File: src/rtl/claim_pkg.sv
package claim_pkg;
   localparam int REG_W    = 64;
   localparam int MAX_TAGS = 32;

   // Read value of the setting window: one per implemented position
   function automatic logic [REG_W-1:0] impl_mask(input int n);
      logic [REG_W-1:0] m;
      m = '0;
      for (int i = 0; i < MAX_TAGS; i++) begin
         if (i < n) m[i] = 1'b1;
      end
      return m;
   endfunction
endpackage

File: src/rtl/claim_tag_cell.sv
module claim_tag_cell (
   input  logic clk,
   input  logic rst_n,
   input  logic set_i,
   input  logic clr_i,
   output logic q
);
   always_ff @(posedge clk or negedge rst_n) begin
      if (!rst_n)     q <= 1'b0;
      else if (clr_i) q <= 1'b0;   // clearing has priority
      else if (set_i) q <= 1'b1;
   end
endmodule

File: src/rtl/claim_tag_bank.sv
module claim_tag_bank #(
   parameter int NUM_TAGS = 8
) (
   input  logic                clk,
   input  logic                rst_n,
   input  logic [NUM_TAGS-1:0] set_req,
   input  logic [NUM_TAGS-1:0] clr_req,
   output logic [NUM_TAGS-1:0] tags
);
   for (genvar g = 0; g < NUM_TAGS; g++) begin : g_cell
      claim_tag_cell cell_i (
         .clk   (clk),
         .rst_n (rst_n),
         .set_i (set_req[g]),
         .clr_i (clr_req[g]),
         .q     (tags[g])
      );
   end
endmodule

File: src/rtl/claim_read_mux.sv
module claim_read_mux
   import claim_pkg::*;
#(
   parameter int NUM_TAGS = 8
) (
   input  logic                sel_set,
   input  logic                sel_clr,
   input  logic [NUM_TAGS-1:0] tags,
   output logic [REG_W-1:0]    rdata
);
   localparam logic [REG_W-1:0] MASK = impl_mask(NUM_TAGS);
   localparam int PAD_W = REG_W - NUM_TAGS;

   logic [REG_W-1:0] state_view;
   assign state_view = {{PAD_W{1'b0}}, tags};

   always_comb begin
      rdata = '0;
      if (sel_set) rdata = rdata | MASK;
      if (sel_clr) rdata = rdata | state_view;
   end
endmodule

File: src/rtl/claim_tag_reg.sv
module claim_tag_reg
   import claim_pkg::*;
#(
   parameter int NUM_TAGS = 8
) (
   input  logic                clk,
   input  logic                rst_n,
   input  logic                sel_set,
   input  logic                sel_clr,
   input  logic                wr_en,
   input  logic [63:0]         wdata,
   output logic [63:0]         rdata,
   output logic [NUM_TAGS-1:0] tags_o
);
   // configuration range check at elaboration
   if (NUM_TAGS < 1 || NUM_TAGS > MAX_TAGS) begin : g_bad_cfg
      $error("claim_tag_reg: NUM_TAGS must lie in 1..32");
   end

   logic                wr_set, wr_clr;
   logic [NUM_TAGS-1:0] set_req, clr_req;
   logic                unused_wdata_hi;

   assign wr_set  = wr_en & sel_set;
   assign wr_clr  = wr_en & sel_clr;
   assign set_req = {NUM_TAGS{wr_set}} & wdata[NUM_TAGS-1:0];
   assign clr_req = {NUM_TAGS{wr_clr}} & wdata[NUM_TAGS-1:0];
   assign unused_wdata_hi = ^wdata[REG_W-1:NUM_TAGS];

   claim_tag_bank #(.NUM_TAGS(NUM_TAGS)) bank_i (
      .clk     (clk),
      .rst_n   (rst_n),
      .set_req (set_req),
      .clr_req (clr_req),
      .tags    (tags_o)
   );

   claim_read_mux #(.NUM_TAGS(NUM_TAGS)) rmux_i (
      .sel_set (sel_set),
      .sel_clr (sel_clr),
      .tags    (tags_o),
      .rdata   (rdata)
   );
endmodule

File: config.mk
export PLATFORM = sky130hd
export DESIGN_NAME = claim_tag_reg
export DESIGN_NICKNAME = d
export VERILOG_FILES = /design/src/rtl/claim_pkg.sv /design/src/rtl/claim_tag_cell.sv /design/src/rtl/claim_tag_bank.sv /design/src/rtl/claim_read_mux.sv /design/src/rtl/claim_tag_reg.sv
export SDC_FILE = /design/constraint.sdc
export NUM_CORES = 1
export LEC_CHECK = 0
export ABC_CLOCK_PERIOD_IN_PS = 1600
export BUFFER_PORTS_ARGS = -buffer_cell sky130_fd_sc_hd__buf_2
export CAP_MARGIN = 0
export CORE_AREA = 2 2 57 59
export CTS_CLUSTER_DIAMETER = 30
export DETAILED_ROUTE_END_ITERATION = 8
export DIE_AREA = 0 0 59 61
export GPL_ROUTABILITY_DRIVEN = 0
export HOLD_SLACK_MARGIN = 0.06
export PLACE_DENSITY = 0.94
export SETUP_SLACK_MARGIN = 0.5
export SLEW_MARGIN = 20
export SYNTH_ARGS = -nofsm -noshare
export SYNTH_HDL_FRONTEND = slang
export SYNTH_SLANG_ARGS = --single-unit
File: constraint.sdc
create_clock -name clk -period 1.6 [get_ports clk]
set_input_delay 0.24 -clock clk [delete_from_list [all_inputs] [get_ports clk]]
set_output_delay 0.24 -clock clk [all_outputs]
set_load 0.03 [all_outputs]
==> summary.txt, run 1 <==
Global routing
  • Initial antenna violation count: 0
  • Grt total ovfl: 0
  • Largest net degree at the start of global routing: 17
  • Vias in the first global route: 474
  • Overall Global Routing Usage: under 10%
  • Global-route wire length before repair: ~1900 µm

Yosys
  • FF+latch count, synth: 8
  • Post-synthesis area per instance: roughly 8.7 µm²
  • Yosys warning count: 0
  • Synth top area cells: buf_4 54%, dfrtp_1 22%, a31oi_1 11%
  • Synthesized instance count: 102
  • Unique cell type count in the Yosys netlist: 8
  • Cell taking the most area after synthesis: buf_4
  • Synthesized cell area: around 900 µm²
  • Top cell type's share of synthesized area: between 50% and 60%
  • Post-synthesis sequential area ratio: between 20% and 30%

Finish
  • Commonest non-fill, non-tap cells in the layout: 56 x conb_1, 20 x buf_6, 16 x a31oi_1, 12 x buf_2
  • ANT cells: 0
  • Area Growth Syn to Fin: 9.54%
  • Top reg by flops: bank_i.g_cell.cell_i.q
  • Proportion of layout cells with a drive suffix above 1: between 30% and 40%
  • Biggest regs: bank_i.g_cell.cell_i.q (8)
  • Max reg flops: 8
  • Fill count: between 200 and 300
  • Fin cells: between 150 and 200
  • Final Cell Area: 977 µm²
  • Layout Nets: 200
  • Utilization after layout: between 30 and 40%
  • Commonest non-fill, non-tap cell in the layout: conb_1

Pwr
  • Pleak: between 0.5 and 0.6 nW
  • PD cells: around 1000 mW/mm²
  • Sw frac: 47.2%
  • Power share of the combinational group: 58.2%
  • Sw Pwr: 0.459 mW
  • Seq pwr share: between 20% and 30%
  • Clk network pwr share: between 10% and 20%
  • Internal Power: 0.514 mW
  • Peak VDD IR: 0.000172 V

Clocking
  • Clk sinks: 8
  • Clock Root Buffer: clkbuf_4
  • CTS Buf Count: 3
  • Clock Pin Slew Worst Setup and Hold Paths: approximately 0.050 ns
  • Clk_lat worst skew: 0.25 ns
  • Clock Path Buffers: 2
  • CTS tree: built
  • CTS H-tree depth: 1

STA
  • Setup Viol. Count Final: 0
  • Hold Fails Final Rpt: 0
  • Setup TNS: 0 ns
  • RSZ-0062 raised after global routing: yes
  • Layout Skew: 0 ns
  • Period utilisation layout: around 76%
  • Fin crit period: about 1.2 ns
  • F_max: a little over 800 MHz
  • Count of final max-slew check failures: 0

Drt
  • Remaining DRCs: 0
  • WL per Instance: between 9 and 10 µm
  • Total Wirelength: between 1500 and 2000 µm
  • Total number of vias: 596
  • DR iter-0 viols: 67
  • Post-route ant nets: 0
  • Router iterations before antenna repair: 4
  • Vias per cell: between 3 and 4

Setup path
  • WP data required: roughly 1.4 ns
  • Cell Chain, Critical Path: a21o_2 -> buf_6
  • Critical path buffer and inverter count: 1
  • Crit path max-delay cell type: dfrtp_1
  • Worst path top cell family by delay: flip-flops
  • Crit. End Element: output pin
  • Worst-path fanout max: 2
  • CP Class: flop to output pin
  • Largest stage delay on the critical path: between 0.3 and 0.4 ns
  • Worst setup SP type: flop
  • Worst Path Arrival: between 0.9 and 1 ns

Outcome
  • Status: complete, no violations

Flow run
  • Max_cap viols: 0

Place
  • Post-DP HPWL: roughly 1000 µm
  • Port bufs: 28
  • Dpl cells: approximately 150
  • Dpl cell area: 762 µm²

Floorplan
  • Die Y: ~61 µm
  • CORE AREA: 0.00295 mm²
  • Die outline width: slightly below 60 µm
  • Num rows: 20
  • Io pins: 141
  • Initial Util: a little under a third
  • Die Area: approximately 0.0036 mm²

Hold path
  • HP Class: input port to flop
[worst reg2reg max path, cell delays in order, from the launching register on]
cell	delay, ns
dfrtp_1	0.39
buf_6	0.13
buf_4	0.12
a31oi_1	0.13
a31oi_1	0.06
[final cells by class]
| cell class | count | area (µm²) | share of cell area, % |
|---|---|---|---|
| Timing Repair Buffer | 38 | 333 | 34.1 |
| Tap cell | 33 | 41.3 | 4.23 |
| Clock buffer | 3 | 22.5 | 2.30 |
| Sequential cell | 8 | 200 | 20.5 |
| Multi-Input combinational cell | 80 | 380 | 38.9 |
[cell usage after synthesis]
master,count
buf_6,2
buf_4,64
clkbuf_2,1
conb_1,1
buf_2,2
a31oi_1,16
dfrtp_1,8
a21o_2,8
[per-layer routing]
| metal | track usage (%) | part of all wire, % |
|---|---|---|
| met1 | 5.93 | 31 |
| met5 | 0 | 0 |
| met2 | 14.4 | 54 |
| met3 | 2.13 | 13 |
| met4 | 6.82 | 2.1 |
[power groups by stage]
stage               Clock (mW)  Combinational, mW  Sequential, mW
finish                   0.150              0.566           0.256
global route             0.171              0.597           0.259
CTS                      0.162              0.496           0.251
detailed placement           0              0.414           0.262
global placement             0              0.409           0.259
floorplan                    0              0.501           0.256
[repair_timing]
item,CTS,global route
hold endpoints to repair,8,0
pin swaps,8,0
setup endpoints to repair,8,16
hold buffers,1,0
resized for setup,16,28
setup buffers,8,1
[logic make-up (layout without fill, tap and decap cells)]
group,after synthesis,count (layout),synth area share [%]
DFF,8,8,22.4
other,1,56,0.420
buffers and inverters,69,41,58.1
AOI/OAI and AO/OA,24,24,19.1
[final timing paths]
kind	startpoint	to	slack, ns	cells after the start
setup / recovery	bank_i.g_cell[7].cell_i.q	rdata[7]	0.38	2
hold / removal	wdata[7]	bank_i.g_cell[7].cell_i.q	0.19	2
setup reg to reg	bank_i.g_cell[7].cell_i.q	bank_i.g_cell[7].cell_i.q	0.64	4
hold reg to reg	bank_i.g_cell[2].cell_i.q	bank_i.g_cell[2].cell_i.q	0.66	3
max in group asynchronous	rst_n	bank_i.g_cell[1].cell_i.q	1.05	2
min in group asynchronous	rst_n	bank_i.g_cell[3].cell_i.q	0.38	2
[through the flow]
step	setup slack, ns	power, mW	hold slack [ns]
2_1_floorplan	0.574	0.757	-0.0556
3_3_place_gp	0.533	0.668	0.0838
3_5_place_dp	0.524	0.676	0.0937
4_1_cts	0.379	0.910	0.178
5_1_grt	0.353	1.03	0.176
6_report	0.383	0.973	0.191
No activity file was read; power rests on OpenSTA's default activity.
==> run 2: changes to the inputs <==
- ABC_AREA: unset -> 1
- ABC_CLOCK_PERIOD_IN_PS: 1600 -> 1150
- CORE_AREA: 2 2 57 59 -> 2 2 60 62
- DIE_AREA: 0 0 59 61 -> 0 0 62 64
- PLACE_DENSITY: 0.94 -> 0.89
- clock period: 1.6 -> 1.15 ns (I/O delays scaled with it)
==> summary.txt, run 2 <==
STA
  • Period utilisation layout: between 90% and 100%
  • Fin crit period: about 1.1 ns
  • Setup TNS: 0 ns (unchanged)
  • Count of final max-slew check failures: 0 (unchanged)
  • Setup Viol. Count Final: 0 (unchanged)
  • Layout Skew: 0 ns (unchanged)
  • RSZ-0062 raised after global routing: yes (unchanged)
  • F_max: between 800 and 900 MHz
  • Hold Fails Final Rpt: 0 (unchanged)
  • Hold Slack: 0.196 ns (was 0.191 ns)

Global routing
  • GR peak layer: met2 (unchanged)
  • Overall Global Routing Usage: 9.30% (was 7.46%)
  • Grt total ovfl: 0 (unchanged)
  • M2 GR Usage: 16.9% (was 14.4%)
  • Met1 Use GR: 7.85% (was 5.93%)
  • Met3 Use GR: 3.24% (was 2.13%)
  • Global-route wire length before repair: 2610 µm (was 1930 µm)
  • Vias in the first global route: 623 (was 474)
  • Largest net degree at the start of global routing: 10 (was 17)
  • Initial antenna violation count: 1 (was 0)

Pwr
  • Power share of the combinational group: 63.0% (was 58.2%)
  • Sw frac: 48.0% (was 47.2%)
  • PD cells: 1220 mW/mm² (was 995 mW/mm²)
  • Peak VDD IR: 0.000258 V (was 0.000172 V)
  • Clk network pwr share: 13.9% (was 15.4%)
  • Seq pwr share: 23.1% (was 26.3%)
  • Sw Pwr: 0.746 mW (was 0.459 mW)
  • Pleak: 0.697 nW (was 0.552 nW)
  • Internal Power: 0.808 mW (was 0.514 mW)

Setup path
  • Worst Path Arrival: 0.97 ns (was 0.98 ns)
  • Crit. End Element: output pin (unchanged)
  • Worst path top cell family by delay: flip-flops (unchanged)
  • Crit path max-delay cell type: dfrtp_1 (unchanged)
  • Worst R2R Start: bank_i.g_cell[6].cell_i.q (was bank_i.g_cell[7].cell_i.q)
  • Worst setup startpoint: bank_i.g_cell[2].cell_i.q (was bank_i.g_cell[7].cell_i.q)
  • Largest stage delay on the critical path: 0.37 ns (was 0.39 ns)
  • Critical path buffer and inverter count: 2 (was 1)
  • CP Class: flop to output pin (unchanged)
  • Worst setup SP type: flop (unchanged)
  • WP data required: 0.98 ns (was 1.36 ns)
  • Worst-path fanout max: 2 (unchanged)
  • Cell Chain, Critical Path: inv_2 -> o21ai_4 -> buf_6 (was a21o_2 -> buf_6)

Yosys
  • Synthesized cell area: 967 µm² (was 892 µm²)
  • Synth top area cells: buf_4 50%, dfrtp_1 21%, a21oi_2 7.2% (was buf_4 54%, dfrtp_1 22%, a31oi_1 11%)
  • Number of synthesized flops with an enable pin: 0 (unchanged)
  • FF+latch count, synth: 8 (unchanged)
  • Most frequent cell after synthesis: buf_4 (unchanged)
  • Yosys warning count: 0 (unchanged)
  • Synthesized instance count: 126 (was 102)
  • Cell taking the most area after synthesis: buf_4 (unchanged)
  • Top cell type's share of synthesized area: 50.5% (was 53.9%)
  • Unique cell type count in the Yosys netlist: 12 (was 8)
  • Ys async rst share: 100% (unchanged)
  • Post-synthesis sequential area ratio: 20.7% (was 22.4%)
  • Most frequent cells after synthesis: 65 x buf_4, 16 x inv_1 (was 64 x buf_4, 16 x a31oi_1, 8 x a21o_2, 8 x dfrtp_1)
  • Post-synthesis area per instance: 7.68 µm² (was 8.75 µm²)
  • Post-synth top flop: dfrtp_1 (unchanged)

Clocking
  • CTS H-tree depth: 1 (unchanged)
  • Clk_lat worst skew: 0.25 ns (about the same)
  • CTS Buf Count: 3 (unchanged)
  • Clk sinks: 8 (unchanged)
  • Clock Root Buffer: clkbuf_4 (unchanged)
  • CTS tree: built (unchanged)
  • Clock Path Buffers: 2 (unchanged)
  • Clock Pin Slew Worst Setup and Hold Paths: 0.06 ns (was 0.05 ns)

Finish
  • Proportion of layout cells with a drive suffix above 1: 47.6% (was 37.2%)
  • Layout Nets: 237 (was 200)
  • Utilization after layout: 38.7% (was 33.1%)
  • ANT cells: 0 (unchanged)
  • Fill count: 350 (was 297)
  • Final Cell Area: 0.00127 mm² (was 977 µm²)
  • Max reg flops: 8 (unchanged)
  • Biggest regs: bank_i.g_cell.cell_i.q (8) (unchanged)
  • Commonest non-fill, non-tap cells in the layout: 56 x conb_1, 24 x buf_6, 12 x buf_2, 11 x buf_4, 9 x inv_2 (was 56 x conb_1, 20 x buf_6, 16 x a31oi_1, 12 x buf_2)
  • Register area: 200 µm² (unchanged)
  • Top reg by flops: bank_i.g_cell.cell_i.q (unchanged)
  • Area Growth Syn to Fin: 31.3% (was 9.54%)
  • Area of the multi-input gates: 497 µm² (was 380 µm²)
  • Commonest non-fill, non-tap cell in the layout: conb_1 (unchanged)

Place
  • Dpl cell area: 972 µm² (was 762 µm²)
  • Port bufs: 28 (unchanged)
  • Post-DP HPWL: 1420 µm (was 1020 µm)

Drt
  • Total number of vias: 753 (was 596)
  • Remaining DRCs: 0 (unchanged)
  • DR iter-0 viols: 13 (was 67)
  • Post-route ant nets: 0 (unchanged)
  • Vias per cell: 3.55 (was 3.68)
  • WL per Instance: 10.0 µm (was 9.70 µm)
  • Total Wirelength: 2120 µm (was 1570 µm)
  • Router iterations before antenna repair: 4 (unchanged)

Floorplan
  • Die Y: 64 µm (was 61 µm)
  • Io pins: 141 (unchanged)
  • Die Area: 0.00397 mm² (was 0.00360 mm²)
  • Die outline width: 62 µm (was 59 µm)
  • Initial Util: 29.4% (was 30.2%)
  • CORE AREA: 0.00328 mm² (was 0.00295 mm²)
  • Num rows: 21 (was 20)

Outcome
  • Status: complete, no violations (unchanged)

Flow run
  • Max_cap viols: 0 (unchanged)

Hold path
  • HP Class: input port to flop (unchanged)
  • Hold path start: wdata[3] (was wdata[7])
==> run 2: through the flow <==
stage / power (mW) / std cells / worst slack (ns)
final: 1.55 / 212 / 0.00387
after global routing: 1.63 / 212 / -0.0254
after CTS: 1.41 / 203 / 0.0435
after detailed placement: 1.04 / 190 / 0.101
after global placement: 1.03 / 190 / 0.110
after floorplan: 1.13 / 181 / 0.353
==> run 2: worst register-to-register path: cells and delay by family (launching register included) <==
kind | cells | cell delay, ns
flip-flops | 1 | 0.37
buffers and inverters | 3 | 0.28
AO/OA/AOI/OAI | 1 | 0.13
==> run 2: routing by layer <==
metal,up-vias,part of all wire [%]
met5,-,0
met2,52,57
met4,0,1.3
met3,2,11
li1,345,-
met1,354,30
==> run 2: cell type report <==
| cell class | count | area share (%) |
|---|---|---|
| Inverter | 18 | 5.52 |
| Timing Repair Buffer | 48 | 33.3 |
| Tap cell | 46 | 4.53 |
| Sequential cell | 8 | 15.8 |
| Clock buffer | 3 | 1.77 |
| Multi-Input combinational cell | 89 | 39.1 |
==> run 2: cells by family (layout without fill, tap and decap cells) <==
family / after synthesis / count (layout) / synth area share, %
buffers and inverters: 84 / 69 / 58.6
and+or+nand+nor: 17 / 17 / 8.93
AOI/OAI and AO/OA: 16 / 16 / 11.4
DFF: 8 / 8 / 20.7
other: 1 / 56 / 0.388
==> run 2: repair_timing <==
item / CTS / global route
gates resized for setup: 34 / 17
endpoints found under the hold margin: 8 / 0
pin swaps: 6 / 6
buffers inserted: 9 / 9
hold buffers: 1 / 0
setup endpoints to repair: 24 / 24
==> run 2: power groups by stage <==
| stage | sequential [mW] | combinational [mW] | clock (mW) |
|---|---|---|---|
| after floorplan | 0.348 | 0.782 | 0 |
| after global routing | 0.363 | 1.04 | 0.231 |
| after CTS | 0.356 | 0.834 | 0.221 |
| after global placement | 0.349 | 0.678 | 0 |
| final | 0.359 | 0.979 | 0.217 |
| after detailed placement | 0.351 | 0.686 | 0 |
==> run 2: final timing paths <==
path	endpoint	slack, ns	depth (start not counted)
setup / recovery	rdata[2]	0.004	3
hold / removal	bank_i.g_cell[3].cell_i.q	0.20	3
setup reg to reg	bank_i.g_cell[6].cell_i.q	0.31	4
hold reg to reg	bank_i.g_cell[3].cell_i.q	0.65	3
max in group asynchronous	bank_i.g_cell[7].cell_i.q	0.67	2
min in group asynchronous	bank_i.g_cell[3].cell_i.q	0.30	2
